## config.mk

```make
export PLATFORM = sky130hd
export DESIGN_NAME = vrate_slotreq_gen
export DESIGN_NICKNAME = d
export VERILOG_FILES = /design/src/rtl/srg_pkg.sv /design/src/rtl/srg_rate_regs.sv /design/src/rtl/srg_pacer.sv /design/src/rtl/srg_tag_check.sv /design/src/rtl/vrate_slotreq_gen.sv
export SDC_FILE = /design/constraint.sdc
export NUM_CORES = 1
export LEC_CHECK = 0
export BUFFER_PORTS_ARGS = -buffer_cell sky130_fd_sc_hd__clkbuf_2
export CAP_MARGIN = 15
export CORE_MARGIN = 2
export CORE_UTILIZATION = 57
export CTS_BUF_LIST = sky130_fd_sc_hd__clkbuf_8
export DETAILED_ROUTE_END_ITERATION = 8
export PLACE_DENSITY = 0.81
export SYNTH_ARGS = -nofsm -noshare
export SYNTH_HDL_FRONTEND = slang
export SYNTH_SLANG_ARGS = --single-unit
```

## constraint.sdc

```tcl
create_clock -name clk -period 10.6 [get_ports clk]
set_input_delay 2.65 -clock clk [delete_from_list [all_inputs] [get_ports clk]]
set_output_delay 2.65 -clock clk [all_outputs]
set_load 0.02 [all_outputs]
```

## src/rtl/srg_pkg.sv

```systemverilog
package srg_pkg;

  // Per-channel pacing decision taken at a frame strobe
  typedef enum logic [1:0] {
    PACE_FORCED   = 2'd0,  // variable rate off: request every frame
    PACE_ISSUE    = 2'd1,  // credit available and FIFO has room
    PACE_WITHHOLD = 2'd2,  // credit available but FIFO full
    PACE_IDLE     = 2'd3   // no credit this frame
  } pace_e;

endpackage

```

## src/rtl/srg_rate_regs.sv

```systemverilog
module srg_rate_regs #(
  parameter int NUM_CH   = 4,
  parameter int RATE_W   = 16,
  parameter int FRAME_HZ = 48000,
  parameter int CH_W     = (NUM_CH > 1) ? $clog2(NUM_CH) : 1
) (
  input  logic                           clk,
  input  logic                           rst_n,
  input  logic                           vra_en,
  input  logic                           wr_en,
  input  logic [CH_W-1:0]                wr_ch,
  input  logic [RATE_W-1:0]              wr_data,
  input  logic [CH_W-1:0]                rd_ch,
  output logic [RATE_W-1:0]              rd_data,
  output logic [NUM_CH-1:0][RATE_W-1:0]  rates,
  output logic [NUM_CH-1:0]              wr_hit
);

  localparam logic [RATE_W-1:0] FULL_RATE = RATE_W'(FRAME_HZ);
  localparam logic [CH_W:0]     CH_COUNT  = (CH_W+1)'(NUM_CH);

  function automatic logic [RATE_W-1:0] clamp_rate(input logic [RATE_W-1:0] v);
    if (v == '0 || v > FULL_RATE) return FULL_RATE;
    return v;
  endfunction

  for (genvar g = 0; g < NUM_CH; g++) begin : g_ch
    assign wr_hit[g] = vra_en && wr_en && (wr_ch == CH_W'(g));

    always_ff @(posedge clk) begin
      if (!rst_n)       rates[g] <= FULL_RATE;
      else if (!vra_en) rates[g] <= FULL_RATE;
      else if (wr_hit[g]) rates[g] <= clamp_rate(wr_data);
    end


    rate_range_chk: assert property (@(posedge clk) disable iff (!rst_n)
      (rates[g] != '0) && (rates[g] <= FULL_RATE));


    rate_locked_chk: assert property (@(posedge clk) disable iff (!rst_n)
      !vra_en |=> (rates[g] == FULL_RATE));
  end

  always_comb begin
    rd_data = FULL_RATE;
    if (vra_en && ({1'b0, rd_ch} < CH_COUNT)) rd_data = rates[rd_ch];
  end

endmodule

```

## src/rtl/srg_pacer.sv

```systemverilog
module srg_pacer
  import srg_pkg::*;
#(
  parameter int NUM_CH   = 4,
  parameter int RATE_W   = 16,
  parameter int FRAME_HZ = 48000,
  parameter int CREDIT_W = 2
) (
  input  logic                           clk,
  input  logic                           rst_n,
  input  logic                           frame_start,
  input  logic                           vra_en,
  input  logic [NUM_CH-1:0][RATE_W-1:0]  rates,
  input  logic [NUM_CH-1:0]              clr_acc,
  input  logic [NUM_CH-1:0]              fifo_space,
  output logic [NUM_CH-1:0]              req_n
);

  localparam int                ACC_W    = RATE_W + 1;
  localparam logic [ACC_W-1:0]  WRAP     = ACC_W'(FRAME_HZ);
  localparam logic [CREDIT_W-1:0] CRED_MAX = '1;

  for (genvar g = 0; g < NUM_CH; g++) begin : g_ch
    logic [ACC_W-1:0]    acc_q, sum, acc_nxt;
    logic [CREDIT_W-1:0] cred_q, cred_inc, cred_nxt;
    logic                tick;
    pace_e               pace;

    always_comb begin
      sum      = acc_q + {1'b0, rates[g]};
      tick     = (sum >= WRAP);
      acc_nxt  = tick ? (sum - WRAP) : sum;
      cred_inc = (tick && (cred_q != CRED_MAX)) ? (cred_q + CREDIT_W'(1)) : cred_q;
      if (!vra_en)               pace = PACE_FORCED;
      else if (cred_inc == '0)   pace = PACE_IDLE;
      else if (fifo_space[g])    pace = PACE_ISSUE;
      else                       pace = PACE_WITHHOLD;
      cred_nxt = (pace == PACE_ISSUE) ? (cred_inc - CREDIT_W'(1)) : cred_inc;
    end

    always_ff @(posedge clk) begin
      if (!rst_n) begin
        acc_q    <= '0;
        cred_q   <= '0;
        req_n[g] <= 1'b1;
      end else if (!vra_en) begin
        acc_q  <= '0;
        cred_q <= '0;
        if (frame_start) req_n[g] <= 1'b0;
      end else begin
        if (frame_start) begin
          acc_q    <= acc_nxt;
          cred_q   <= cred_nxt;
          req_n[g] <= (pace != PACE_ISSUE);
        end
        if (clr_acc[g]) acc_q <= '0;
      end
    end


    withhold_chk: assert property (@(posedge clk) disable iff (!rst_n)
      frame_start && vra_en && !fifo_space[g] |=> req_n[g]);


    acc_bound_chk: assert property (@(posedge clk) disable iff (!rst_n)
      acc_q < WRAP);


    acc_clear_chk: assert property (@(posedge clk) disable iff (!rst_n)
      clr_acc[g] |=> (acc_q == '0));
  end

endmodule

```

## src/rtl/srg_tag_check.sv

```systemverilog
module srg_tag_check #(
  parameter int NUM_CH = 4
) (
  input  logic              clk,
  input  logic              rst_n,
  input  logic              frame_start,
  input  logic [NUM_CH-1:0] req_n,
  input  logic [NUM_CH-1:0] slot_tag,
  output logic [NUM_CH-1:0] overrun,
  output logic [NUM_CH-1:0] underrun
);

  always_ff @(posedge clk) begin
    if (!rst_n) begin
      overrun  <= '0;
      underrun <= '0;
    end else if (frame_start) begin
      overrun  <= slot_tag & req_n;
      underrun <= ~slot_tag & ~req_n;
    end else begin
      overrun  <= '0;
      underrun <= '0;
    end
  end


  ovr_timing_chk: assert property (@(posedge clk) disable iff (!rst_n)
    (overrun != '0) |-> $past(frame_start));


  und_timing_chk: assert property (@(posedge clk) disable iff (!rst_n)
    (underrun != '0) |-> $past(frame_start));


  und_needs_req_chk: assert property (@(posedge clk) disable iff (!rst_n)
    frame_start && (&req_n) |=> (underrun == '0));

endmodule

```

## src/rtl/vrate_slotreq_gen.sv

```systemverilog
module vrate_slotreq_gen #(
  parameter int NUM_CH   = 4,
  parameter int RATE_W   = 16,
  parameter int FRAME_HZ = 48000,
  parameter int CREDIT_W = 2,
  parameter int CH_W     = (NUM_CH > 1) ? $clog2(NUM_CH) : 1
) (
  input  logic              clk,
  input  logic              rst_n,
  input  logic              frame_start,
  input  logic              vra_en,
  input  logic              rate_wr_en,
  input  logic [CH_W-1:0]   rate_wr_ch,
  input  logic [RATE_W-1:0] rate_wr_data,
  input  logic [CH_W-1:0]   rate_rd_ch,
  output logic [RATE_W-1:0] rate_rd_data,
  input  logic [NUM_CH-1:0] slot_tag,
  input  logic [NUM_CH-1:0] fifo_space,
  output logic [NUM_CH-1:0] req_n,
  output logic [NUM_CH-1:0] overrun,
  output logic [NUM_CH-1:0] underrun
);

  logic [NUM_CH-1:0][RATE_W-1:0] rates;
  logic [NUM_CH-1:0]             wr_hit;

  srg_rate_regs #(
    .NUM_CH(NUM_CH), .RATE_W(RATE_W), .FRAME_HZ(FRAME_HZ), .CH_W(CH_W)
  ) i_regs (
    .clk     (clk),
    .rst_n   (rst_n),
    .vra_en  (vra_en),
    .wr_en   (rate_wr_en),
    .wr_ch   (rate_wr_ch),
    .wr_data (rate_wr_data),
    .rd_ch   (rate_rd_ch),
    .rd_data (rate_rd_data),
    .rates   (rates),
    .wr_hit  (wr_hit)
  );

  srg_pacer #(
    .NUM_CH(NUM_CH), .RATE_W(RATE_W), .FRAME_HZ(FRAME_HZ), .CREDIT_W(CREDIT_W)
  ) i_pacer (
    .clk         (clk),
    .rst_n       (rst_n),
    .frame_start (frame_start),
    .vra_en      (vra_en),
    .rates       (rates),
    .clr_acc     (wr_hit),
    .fifo_space  (fifo_space),
    .req_n       (req_n)
  );

  srg_tag_check #(.NUM_CH(NUM_CH)) i_tags (
    .clk         (clk),
    .rst_n       (rst_n),
    .frame_start (frame_start),
    .req_n       (req_n),
    .slot_tag    (slot_tag),
    .overrun     (overrun),
    .underrun    (underrun)
  );


  forced_req_chk: assert property (@(posedge clk) disable iff (!rst_n)
    frame_start && !vra_en |=> (req_n == '0));


  req_hold_chk: assert property (@(posedge clk) disable iff (!rst_n)
    !frame_start |=> $stable(req_n));

endmodule

```

Word-level counts from Yosys, hierarchy flattened
Index checks and enable logic that the tools add are counted.
{ "classes": {"n_div": 0, "reduce_logical": 22, "mux": 54, "mul": 0, "n_lt_le_gt_ge": 6, "n_addsub": 16, "n_eq_ne": 15, "shifts": 0, "bitwise": 6} }
{ "op_table": {"columns": ["cell", "n"], "rows": [
  ["16-bit two-way mux", 7],
  ["17-bit by 16-bit adder with 17-bit output", 4],
  ["17-bit by 16-bit greater-or-equal comparator with 1-bit output, second input constant", 4],
  ["17-bit two-way mux", 4],
  ["17-bit by 16-bit subtractor with 17-bit output, second input constant", 4],
  ["2-bit two-way mux", 20],
  ["16-bit binary-select mux with 2-bit select", 1],
  ["1-bit two-way mux", 22],
  ["16-bit greater-than comparator, second input constant", 1],
  ["16-bit zero test", 1],
  ["3-bit OR reduction", 4],
  ["2-bit by 1-bit == test with 1-bit output, second input constant", 5],
  ["2-bit zero test", 5],
  ["1-bit logical AND", 9],
  ["2-bit by 1-bit adder with 2-bit output, second input constant", 4],
  ["4-bit bitwise AND", 2],
  ["2-bit by 1-bit inequality test with 1-bit output, second input constant", 4],
  ["2-bit inequality test, second input constant", 4],
  ["4-bit inverter", 2],
  ["2-bit by 1-bit subtractor with 2-bit output, second input constant", 4],
  ["2-bit == test, second input constant", 2],
  ["2-bit AND reduction", 2],
  ["2-bit by 3-bit < comparator with 1-bit output, second input constant", 1],
  ["1-bit inverter", 2],
  ["1-bit logical OR", 1]
]} }
{ "totals": {"latchBits": 0, "mem_bits_rw": 0, "n_memories": 0, "out_inout_bits": 28, "elab_cells": 137, "romBits": 0, "ff_bits": 152, "input_bits": 33} }

Logic depth before layout (Yosys ltp)
Gate-level depths: netlist (run 1).
{ "depth": {"word_depth": 10, "ltp_mapped": 20, "depth_no_buf": 20} }

Modules after synthesis
Synthesis (run 1) repeated with hierarchy kept, for this count alone.
{ "hier_totals": {"cells_unflattened": 1342, "hier_area_um2": 11208.2} }
{ "modules_own_cells": {"columns": ["module", "cells_per_inst", "instances", "seq_area_each_um2", "area_per_inst_um2"], "rows": [
  ["srg_pacer", 1022, 1, 1601.5, 8010.2],
  ["srg_rate_regs", 304, 1, 1281.2, 2952.8],
  ["srg_tag_check", 16, 1, 160.2, 245.2]
]} }

Least setup slack after synthesis (run 1)
Ideal clock, no wire load.
{ "synth_timing": {"path_kind": "input to output", "startpoint": "input rate_rd_ch[0]", "endpoint": "output rate_rd_data[13]", "stages": 4, "path_slack_ps": 3589, "t_arrival_ps": 4361, "n_path_buf": 2, "t_required_ps": 7950, "path_cell_list": "clkbuf_1 buf_1 mux4_2 nand2b_1"} }
{ "synth_via": {"elab_chain_len": 3} }
{ "synth_lines": {"columns": ["element", "line_no", "text"], "rows": [
  ["start, declared", "vrate_slotreq_gen.sv:15", "input logic [CH_W-1:0] rate_rd_ch,"],
  ["16-bit binary-select mux with 2-bit select", "srg_rate_regs.sv:47", "if (vra_en && ({1'b0, rd_ch} < CH_COUNT)) rd_data = rates[rd_ch];"],
  ["16-bit two-way mux (implied by the code)", "srg_rate_regs.sv:47", null],
  ["16-bit two-way mux", "srg_rate_regs.sv:47", null],
  ["end, declared", "vrate_slotreq_gen.sv:16", "output logic [RATE_W-1:0] rate_rd_data,"]
]} }
Every way passes these cells. The select of a mux whose other input is x is not followed.

Worst setup path after layout (run 1)
{ "layout_timing": {"startpoint": "input rate_rd_ch[0]", "endpoint": "output rate_rd_data[10]"} }
The elaborated chain is that of the path after synthesis.

==> results.md, run 1 <==
* Outcome: completed
* GR Util met3 at 4.185%
* Worst vdd ir at 0.0001101 V
* Row count at 50
* Layout Skew at 11.48 ps
* Crit path kind: in2out
* All-Layer GR Usage at 28.60%
* Routed wire length at 27,980 µm
* Critical path's slowest cell: mux4_2
* Relative slew slack at 21.18%
* Sequential share of the synthesized area at 28.26%
* IO buf count at 60
* Syn_nets at 1,334
* I/O Pins at 61
* Nets at 1,363
* Hold Buf Count CTS at 0
* Worst path bufs/invs at 2
* Maxcap violations at 0
* Slowest stage delay, CP at 570 ps
* Worst-margin pin slew at 1178 ps
* Most used cell, CP: clkbuf_2
* Fin cells at 1,497
* Cells after synthesis at 1,221
* Clock-pin slew of the registers on the worst-case setup and hold paths at 80 ps
* Vias per cell at 6.498
* #FFs+latches synth at 152
* Deepest clock path buffer count at 2
* Critical-path maximum fanout at 16
* First-pass GRT wire length at 46,130 µm
* Die Span Y at 141.5 µm
* Post-DR wirelength/cell at 18.69 µm
* Die Wd at 141.5 µm
* RSZ-0062 raised after global routing: false
* Mapped cell area at 0.01077 mm²
* Worst-Skew Late Latency at 470 ps
* Top Usage Layer GRT: met2
* Sink Count at 152
* Power Dens Cells at 160.8 mW/mm²
* Initial antenna violation count at 0
* GR Util met1 at 33.79%
* H-tree depth at 4
* Inst Count DP at 1,465
* Fillers at 1,622
* Total Neg Setup Slack at 0 ps
* Post-synth EDFFs at 0
* Fin. max-slew vios at 0
* GRT Residual Overflow at 0
* DRT iter0 DRCs at 1,129
* Ranking of synthesized cells by area: dfxtp_1 28%, ha_1 8.8%, a21oi_1 3.9%
* HP Class: reg2reg
* Via count at 9,728
* Prevailing post-synth register cell: dfxtp_1
* Crit path launch type: input port
* Distinct cell type count after synthesis at 102
* Fmax at 148.7 MHz
* CP delay by family, top: buffers and inverters
* Synthesis Warnings at 0
* Setup Viol. Count Final at 0
* Post-CTS Setup Bufs at 0
* Tmin final at 6724 ps
* Post-DP HPWL at 21,350 µm
* Core area at 0.01864 mm²
* Synth async-reset ratio at 0%
* Crit-path cells: clkbuf_2, mux4_2, and2_1, clkbuf_2
* Syn avg cell area at 8.820 µm²
* Count leader, synth: dfxtp_1
* DRC errors left at 0
* DR pass1 iterations at 6
* Antenna Violating Nets Remaining at 0
* Largest net degree at the start of global routing at 75
* Total chip power at 1.851 mW
* CTS Buf Count at 17
* Layout cells sized above 1 at 12.75%
* Leakage power at 4.876 nW
* Final period utilization at 63.43%
* Worst Path Required at 7950 ps
* TritonCTS clock tree: yes
* N_diodes at 0
* GR met2 Demand/Resource at 51.10%
* Starting Density at 57.77%
* CP arrival at 4070 ps
* Post-CTS Resized at 0
* Vias in the first global route at 9,459
* Final Hold Vio Count at 0
* Area growth syn-to-layout at 6.878%
* Worst setup EP type: primary output
* Root Driver: clkbuf_8
* RePlAce Congestion at 0.9144
* Area of the die at 0.02001 mm²
* Synth top area share at 28.26%
* Top cell type by total area after synthesis: dfxtp_1
* Synth top cells by count: 152 x dfxtp_1, 111 x nor2_1, 84 x a21oi_1, 76 x ha_1, 72 x nand2_1
state kept, by name, indices dropped and copies added, names as in the netlist:
name	count
i_tags.overrun	4
i_regs.rates	64
i_pacer.g_ch.acc_q	68
i_pacer.req_n	4
i_tags.underrun	4
i_pacer.g_ch.cred_q	8
worst paths after layout:
check | from | to | slack [ps] | depth (start not counted)
setup / recovery | rate_rd_ch[0] | rate_rd_data[10] | 3880 | 4
hold reg to reg | i_pacer.req_n[2] | i_tags.underrun[2] | 460 | 1
hold / removal | i_pacer.req_n[2] | i_tags.underrun[2] | 460 | 1
setup reg to reg | i_regs.rates[32] | i_pacer.g_ch[2].cred_q[0] | 5530 | 17
layer usage:
| layer | share of wire [%] | vias to the layer above | routed length (µm) |
|---|---|---|---|
| met5 | 0 | - | 0 |
| met4 | 4.0 | 0 | 1122 |
| met3 | 4.8 | 80 | 1341 |
| met2 | 50 | 285 | 14000 |
| met1 | 41 | 4661 | 11510 |
| li1 | - | 4702 | - |
per-stage QoR:
| step | setup WS (ps) | hold WS (ps) | util [%] | area, µm² |
|---|---|---|---|---|
| floorplan | 3589 | 445.4 | - | 10770 |
| global placement | 3860 | 460.5 | 59.66 | 11120 |
| detailed placement | 3853 | 453.0 | 59.66 | 11120 |
| CTS | 3853 | 466.6 | 61.74 | 11510 |
| global route | 3779 | 492.4 | 61.74 | 11510 |
| finish | 3876 | 463.9 | 61.74 | 11510 |
cell usage in the layout, fill, tap and decap left out, types with 16 or more instances in the layout:
| master | synthesis | routed |
|---|---|---|
| nor2_1 | 111 | 111 |
| nand2_1 | 72 | 72 |
| a211oi_1 | 29 | 29 |
| o22a_1 | 24 | 24 |
| clkbuf_8 | 2 | 21 |
| o21ai_0 | 39 | 39 |
| inv_1 | 17 | 19 |
| xnor2_1 | 40 | 40 |
| mux4_2 | 16 | 16 |
| and2_1 | 18 | 18 |
| xor2_1 | 31 | 31 |
| a21oi_1 | 84 | 84 |
| a21o_1 | 29 | 29 |
| mux2i_1 | 41 | 41 |
| ha_1 | 76 | 76 |
| clkbuf_2 | 0 | 59 |
| dfxtp_1 | 152 | 152 |
| nand3_1 | 32 | 32 |
| a22o_1 | 32 | 32 |
| nor3_1 | 35 | 35 |
| o211ai_1 | 18 | 18 |
cells by family after synthesis:
kind of cell	Yosys count	synth area share (%)
and+or+nand+nor	396	19.05
AOI/OAI and AO/OA	389	26.57
DFF	152	28.26
adders and majority gates	80	9.574
xor gates and xnor gates	72	5.925
buffers and inverters	72	3.148
muxes	60	7.471
cell type report:
| class | instances | area (µm²) | share of cell area [%] |
|---|---|---|---|
| Multi-Input combinational cell | 997 | 7387 | 64.18 |
| Sequential cell | 152 | 3043 | 26.44 |
| Clock buffer | 21 | 289.0 | 2.511 |
| Inverter | 18 | 67.56 | 0.5870 |
| Timing Repair Buffer | 64 | 332.8 | 2.892 |
| Tap cell | 234 | 292.8 | 2.544 |
| Clock inverter | 11 | 97.59 | 0.8479 |
worst register-to-register path: stages, from the launching register on:
cell      delay [ps]
dfxtp_1          360
ha_1             230
fa_1             410
a21o_1           180
a21oi_1          330
o21ai_1          160
a221oi_1         550
mux2i_1          290
nor2_1           130
o22ai_1          550
o21bai_1         260
xor2_1           200
ha_1             210
and3b_1          260
nand2_1           80
or4b_1           510
nand4_1          130
mux2i_1          180
power breakdown:
group	internal (mW)	switching, mW
sequential	0.598	0.0236
clock	0.210	0.228
combinational	0.332	0.459
No activity file was read; power rests on OpenSTA's default activity.
==> run 2: changes to the inputs <==
--- a/config.mk
+++ b/config.mk
@@ -5,13 +5,14 @@
 export SDC_FILE = /design/constraint.sdc
 export NUM_CORES = 1
 export LEC_CHECK = 0
+export ABC_AREA = 1
 export BUFFER_PORTS_ARGS = -buffer_cell sky130_fd_sc_hd__clkbuf_2
 export CAP_MARGIN = 15
 export CORE_MARGIN = 2
 export CORE_UTILIZATION = 57
 export CTS_BUF_LIST = sky130_fd_sc_hd__clkbuf_8
 export DETAILED_ROUTE_END_ITERATION = 8
-export PLACE_DENSITY = 0.81
+export PLACE_DENSITY = 0.84
 export SYNTH_ARGS = -nofsm -noshare
 export SYNTH_HDL_FRONTEND = slang
 export SYNTH_SLANG_ARGS = --single-unit
==> constraint.sdc (replaced) <==
create_clock -name clk -period 5.6 [get_ports clk]
set_input_delay 1.4 -clock clk [delete_from_list [all_inputs] [get_ports clk]]
set_output_delay 1.4 -clock clk [all_outputs]
set_load 0.02 [all_outputs]
==> results.md, run 2 <==
* Vias per cell at 5.441 (-16%)
* Top cell type by total area after synthesis: dfxtp_1
* Max reg flops at 68 (unchanged)
* Cells after synthesis at 2,003 (+64%)
* Layout Utilization at 62.35% (+0.61 points)
* Total chip power at 3.763 mW (+100%)
* DRT iter0 DRCs at 911 (-19%)
* Area growth syn-to-layout at 7.395%
* Via count at 12,690 (+30%)
* Worst-Skew Late Latency at 490 ps (+20 ps)
* Starting Density at 58.05% (+0.29 points)
* Critical-path maximum fanout at 17 (+1)
* Synthesis Warnings at 0 (unchanged)
* Syn avg cell area at 6.074 µm² (-31%)
* Critical path's slowest cell: inv_1
* N_diodes at 0 (unchanged)
* Post-DP HPWL at 26,550 µm (+24%)
* Worst Hold Path EP: i_tags.overrun[2]
* Hold Path Stages at 2 (+1)
* Crit-path cells: clkbuf_2, inv_1, a21oi_1, o21ai_0, a21oi_1, clkbuf_2
* Fmax at 231.0 MHz
* CP arrival at 2930 ps (-1140 ps)
* Setup Viol. Count Final at 0 (unchanged)
* GRT Residual Overflow at 0 (unchanged)
* Outcome: completed
* IO buf count at 60 (unchanged)
* Root Driver: clkbuf_8
* Worst vdd ir at 0.0002575 V (+130%)
* Layout Skew at 20.11 ps (+8.638 ps)
* Commonest non-fill, non-tap cell in the layout: nand2_1
* Post-synth EDFFs at 0 (unchanged)
* HP Start: i_pacer.req_n[2]
* #FFs+latches synth at 152 (unchanged)
* Initial antenna violation count at 0 (unchanged)
* Fin. max-slew vios at 0 (unchanged)
* DR pass1 iterations at 6 (unchanged)
* Synth async-reset ratio at 0% (unchanged)
* Layout cells sized above 1 at 10.16% (-2.6 points)
* Synth top area share at 25.01% (-3.2 points)
* Commonest cells after routing, fill and taps aside: 633 x nand2_1, 332 x inv_1, 157 x nor2_1
* Routed wire length at 33,990 µm (+21%)
* Worst Path Required at 4200 ps (-3750 ps)
* Largest net degree at the start of global routing at 90 (+20%)
* I/O Pins at 61 (unchanged)
* Post-DR wirelength/cell at 14.57 µm (-22%)
* Die Wd at 150.1 µm (+6.1%)
* R2R Setup Slk at 1680 ps (-3850 ps)
* Deepest clock path buffer count at 2 (unchanged)
* Power Dens Cells at 288.0 mW/mm² (+79%)
* Tmin final at 4328 ps
* Post-CTS Setup Bufs at 0 (unchanged)
* Sequential share of the synthesized area at 25.01% (-3.2 points)
* Final Hold Vio Count at 0 (unchanged)
* Total Neg Setup Slack at 0 ps (unchanged)
* RePlAce Congestion at 0.9626 (+5.3%)
* Row count at 53 (+6.0%)
* Leakage power at 7.129 nW (+46%)
* Slowest stage delay, CP at 340 ps (-230 ps)
* TritonCTS clock tree: yes
* DRC errors left at 0 (unchanged)
* Die Span Y at 150.1 µm (+6.1%)
* Hold Buf Count CTS at 0 (unchanged)
* Biggest regs: i_pacer.g_ch.acc_q: 68 flops, i_regs.rates: 64 flops, i_pacer.g_ch.cred_q: 8 flops
* Crit path launch type: input port
* Worst-margin pin slew at 1015 ps (-162.8 ps)
* Relative slew slack at 32.32% (+11 points)
* CTS Buf Count at 17 (unchanged)
* Vias in the first global route at 11,500 (+22%)
* Biggest register: i_pacer.g_ch.acc_q
* Sink Count at 152 (unchanged)
* First-pass GRT wire length at 55,410 µm (+20%)
* Distinct cell type count after synthesis at 45 (-56%)
* HP Class: reg2reg
* H-tree depth at 4 (unchanged)
* Synth top cells by count: 633 x nand2_1, 332 x inv_1, 157 x nor2_1, 152 x dfxtp_1, 119 x nand3_1
* Nets at 2,157 (+58%)
* Count leader, synth: nand2_1
* Clock-pin slew of the registers on the worst-case setup and hold paths at 90 ps (about the same)
* Ranking of synthesized cells by area: dfxtp_1 25%, nand2_1 20%, inv_1 10%
* Prevailing post-synth register cell: dfxtp_1
* Syn_nets at 2,116 (+59%)
* Core area at 0.02096 mm² (+12%)
* Antenna Violating Nets Remaining at 0 (unchanged)
* Register-to-Register Path Depth at 22 (+5)
* Final period utilization at 77.29%
* All-Layer GR Usage at 30.76% (+2.2 points)
* Reg2reg start: i_pacer.g_ch[0].acc_q[0]
* Post-CTS Resized at 0 (unchanged)
* Fillers at 1,988 (+23%)
* Area of the die at 0.02253 mm² (+13%)
* RSZ-0062 raised after global routing: false
* Crit path kind: in2out
* Worst setup EP type: primary output
* Maxcap violations at 0 (unchanged)
* R2R Path End: i_pacer.g_ch[0].cred_q[0]
* Mapped cell area at 0.01217 mm² (+13%)
==> run 2: cell count changes after synthesis, moves of 38 or more <==
cell / before / now
nand2_1: 72 / 633
o21ai_0: 39 / 102
inv_1: 17 / 332
nor2_1: 111 / 157
mux2i_1: 41 / 0
nand3_1: 32 / 119
nand2_2: 1 / 39
==> run 2: per-stage QoR <==
step | setup WS [ps] | instance area [µm²] | hold slack, ps | cells
finish | 1272 | 13070 | 468.7 | 2332
global route | 1175 | 13070 | 487.9 | 2332
CTS | 1349 | 13070 | 466.1 | 2332
detailed placement | 1352 | 12650 | 454.1 | 2300
global placement | 1354 | 12650 | 451.9 | 2300
floorplan | 1722 | 12170 | 445.2 | 2003
==> run 2: worst max path at each step <==
stage	cells past startpoint	start	endpoint
4_1_cts	6	rate_rd_ch[1]	rate_rd_data[2]
2_1_floorplan	6	rate_rd_ch[1]	rate_rd_data[10]
5_1_grt	5	rate_rd_ch[0]	rate_rd_data[2]
6_report	6	rate_rd_ch[1]	rate_rd_data[2]
3_5_place_dp	6	rate_rd_ch[1]	rate_rd_data[2]
3_3_place_gp	6	rate_rd_ch[1]	rate_rd_data[2]
==> run 2: logic make-up after synthesis <==
kind of cell,share of synthesized area (%)
xor+xnor,2.335
buf+inv,12.48
fa+ha+maj,8.475
compound gates,12.83
simple gates,38.88
flops,25.01
==> run 2: metal layers <==
layer  GRT usage (%)  vias up  part of all wire (%)
li1                -     6411                     -
met3           5.364      104                   7.1
met1           38.08     5719                    42
met5               0        -                     0
met2           52.85      455                    48
met4           12.64        0                   3.3
==> run 2: final cells by class <==
type | count | area [µm²] | share of cell area [%]
Clock buffer | 19 | 261.5 | 2.002
Tap cell | 275 | 344.1 | 2.634
Multi-Input combinational cell | 1459 | 7605 | 58.21
Timing Repair Buffer | 67 | 355.3 | 2.720
Clock inverter | 13 | 153.9 | 1.178
Sequential cell | 152 | 3043 | 23.29
Inverter | 347 | 1303 | 9.969
==> run 2: power by group <==
group | switching (mW) | internal (mW) | leakage, nW | total (mW)
sequential | 0.0380 | 1.13 | 1.24 | 1.17
clock | 0.443 | 0.460 | 0.209 | 0.903
combinational | 1.12 | 0.571 | 5.69 | 1.69
total | 1.60 | 2.16 | 7.13 | 3.76
==> run 2: worst max-delay path, delay by kind of cell <==
family	cells	cell delay (ps)
compound gates	3	640
buf+inv	3	880
==> run 3: changes to the inputs <==
--- a/config.mk
+++ b/config.mk
@@ -12,7 +12,7 @@
 export CORE_UTILIZATION = 57
 export CTS_BUF_LIST = sky130_fd_sc_hd__clkbuf_8
 export DETAILED_ROUTE_END_ITERATION = 8
-export PLACE_DENSITY = 0.84
+export PLACE_DENSITY = 0.81
 export SYNTH_ARGS = -nofsm -noshare
 export SYNTH_HDL_FRONTEND = slang
 export SYNTH_SLANG_ARGS = --single-unit
==> constraint.sdc (replaced) <==
create_clock -name clk -period 4.4 [get_ports clk]
set_input_delay 1.1 -clock clk [delete_from_list [all_inputs] [get_ports clk]]
set_output_delay 1.1 -clock clk [all_outputs]
set_load 0.02 [all_outputs]
==> results.md, run 3 (same netlist as run 2, synthesis figures left out) <==
* Outcome: completed
* Routed wire length at 34,960 µm (+2.9%)
* CP arrival at 4230 ps (+1300 ps)
* Total Neg Setup Slack at 0 ps (unchanged)
* Worst-margin pin slew at 840.7 ps (-174.6 ps)
* Fmax at 260.3 MHz
* Initial antenna violation count at 0 (unchanged)
* DRC errors left at 0 (unchanged)
* Critical-path maximum fanout at 16 (-1)
* Post-CTS Setup Bufs at 0 (unchanged)
* Max reg flops at 68 (unchanged)
* Inst Count DP at 2,303 (+0.13%)
* Switch share at 41.35% (-1.2 points)
* Die Span Y at 150.1 µm (unchanged)
* Area growth syn-to-layout at 8.002%
* HP Class: reg2reg
* DR pass1 iterations at 8 (+2)
* Biggest register: i_pacer.g_ch.acc_q
* Post-DR wirelength/cell at 14.97 µm (+2.7%)
* Internal at 2.895 mW (+34%)
* All-Layer GR Usage at 31.24% (+0.49 points)
* Clk network pwr share at 25.8% (+1.8 points)
* Antenna Violating Nets Remaining at 0 (unchanged)
* Clock-pin slew of the registers on the worst-case setup and hold paths at 80 ps (about the same)
* Fin cells at 2,335 (+0.13%)
* Fin. max-slew vios at 0 (unchanged)
* Deepest clock path buffer count at 2 (unchanged)
* First-pass GRT wire length at 56,340 µm (+1.7%)
* Hold_ws at 471.3 ps (+2.646 ps)
* Post-CTS Resized at 0 (unchanged)
* Maxcap violations at 0 (unchanged)
* Register-to-Register Path Depth at 22 (unchanged)
* Relative slew slack at 43.87% (+12 points)
* Vias in the first global route at 11,620 (+1.1%)
* Power Dens Cells at 375.6 mW/mm² (+30%)
* Area of the die at 0.02253 mm² (unchanged)
* Crit path launch type: flip-flop
* IO buf count at 60 (unchanged)
* Crit path kind: reg2reg
* Final Hold Vio Count at 0 (unchanged)
* GRT Residual Overflow at 0 (unchanged)
* Total chip power at 4.936 mW (+31%)
* TritonCTS clock tree: yes
* Row count at 53 (unchanged)
* N_diodes at 0 (unchanged)
* Worst setup EP type: flip-flop
* I/O Pins at 61 (unchanged)
* Register area at 0.003043 mm² (unchanged)
* Root Driver: clkbuf_8
* R2R Path End: i_pacer.g_ch[2].cred_q[0]
* Tmin final at 3841 ps
* RSZ-0062 raised after global routing: false
* Setup Viol. Count Final at 0 (unchanged)
* Sw Pwr at 2.041 mW (+27%)
* Starting Density at 58.05% (unchanged)
* Sink Count at 152 (unchanged)
* Biggest regs: i_pacer.g_ch.acc_q: 68 flops, i_regs.rates: 64 flops, i_pacer.g_ch.cred_q: 8 flops
* H-tree depth at 4 (unchanged)
* Worst Path Required at 4790 ps (+590 ps)
* R2R Setup Slk at 560 ps (-1120 ps)
* Die Wd at 150.1 µm (unchanged)
* Worst vdd ir at 0.0002486 V (-3.4%)
* Layout cells sized above 1 at 10.15% (-0.015 points)
* Critical Path Source: i_pacer.g_ch[2].acc_q[0]
* Reg2reg start: i_pacer.g_ch[2].acc_q[0]
* Layout Utilization at 62.70% (+0.35 points)
* Largest net degree at the start of global routing at 56 (-38%)
* Final period utilization at 87.31%
* DRT iter0 DRCs at 1,067 (+17%)
* Nets at 2,160 (+0.14%)
* Worst-Skew Late Latency at 480 ps (about the same)
* Vias per cell at 5.469 (+0.50%)
* RePlAce Congestion at 0.9675 (+0.51%)
* Commonest cells after routing, fill and taps aside: 633 x nand2_1, 335 x inv_1, 157 x nor2_1
* Via count at 12,770 (+0.63%)
* Post-DP HPWL at 27,110 µm (+2.1%)
* Commonest non-fill, non-tap cell in the layout: nand2_1
* Flop pwr share at 30.1% (-0.9 points)
* Hold Buf Count CTS at 0 (unchanged)
* CTS Buf Count at 17 (unchanged)
* Combinational share of power at 44.1% (-0.9 points)
* Fillers at 2,002 (+0.70%)
* Layout Skew at 12.19 ps (-7.921 ps)
* Multi-input gate area at 0.007605 mm² (unchanged)
* Core area at 0.02096 mm² (unchanged)
* Worst Setup EP: i_pacer.g_ch[2].cred_q[0]
* Leakage power at 7.182 nW (+0.74%)
## run 3: cell count changes in the layout (fill, tap and decap cells not counted), sizes merged
cell,delta
bufinv,+2
clkbuf,+2
inv,+3
buf,+3
clkinvlp,-2
clkinv,-5
## run 3: cell type report
class                           instances  area share (%)
Clock buffer                           21           2.200
Multi-Input combinational cell       1459           57.88
Sequential cell                       152           23.16
Tap cell                              275           2.619
Inverter                              347           9.913
Clock inverter                         11           1.352
Timing Repair Buffer                   70           2.876
## run 3: layer usage
metal / vias up / wire length, µm / track usage [%]
met5: - / 0 / 0
met4: 0 / 1425 / 14.06
met3: 106 / 2257 / 4.485
met2: 438 / 16480 / 52.42
met1: 5792 / 14800 / 39.83
li1: 6433 / - / -
## run 3: metrics by stage
step           setup WS [ps]  instance area (µm²)
2_1_floorplan           1122                12170
3_3_place_gp           781.2                12670
3_5_place_dp           668.0                12670
4_1_cts                626.6                13140
5_1_grt                239.2                13140
6_report               558.5                13140
## run 3: how the worst min path moves through the flow
stage / startpoint / end / slack [ps] / cells after the start
2_1_floorplan: i_pacer.g_ch[3].acc_q[0] / i_pacer.g_ch[3].acc_q[0] / 450 / 2
3_3_place_gp: i_pacer.g_ch[3].acc_q[0] / i_pacer.g_ch[3].acc_q[0] / 450 / 2
3_5_place_dp: i_pacer.req_n[1] / i_tags.overrun[1] / 460 / 2
4_1_cts: i_pacer.g_ch[3].acc_q[0] / i_pacer.g_ch[3].acc_q[0] / 470 / 2
5_1_grt: i_pacer.g_ch[3].acc_q[2] / i_pacer.g_ch[3].acc_q[2] / 490 / 2
6_report: i_pacer.g_ch[2].acc_q[0] / i_pacer.g_ch[2].acc_q[0] / 470 / 2
## run 3: worst max-delay path, cell delays in order, from the launching register on
cell and delay [ps]:
dfxtp_1 320, ha_1 250, fa_1 460, nand3_1 140, nand3_1 120, nand2_1 100
nand2_2 80, xor2_2 170, ha_1 210, nand3_1 100, nor2_1 60, nand2_1 110
nand4_4 270, nand2_1 200, nand2_1 90, and2_1 150, ha_1 170, nor2_1 310
inv_1 130, nand3_1 110, nand3_1 60, nand2_1 80, inv_1 40
## run 3: power groups by stage
stage | sequential, mW | clock, mW | combinational [mW]
2_1_floorplan | 1.51 | 0 | 1.77
3_3_place_gp | 1.51 | 0 | 2.07
3_5_place_dp | 1.52 | 0 | 2.13
4_1_cts | 1.49 | 1.28 | 2.15
5_1_grt | 1.49 | 1.33 | 2.46
6_report | 1.49 | 1.27 | 2.17
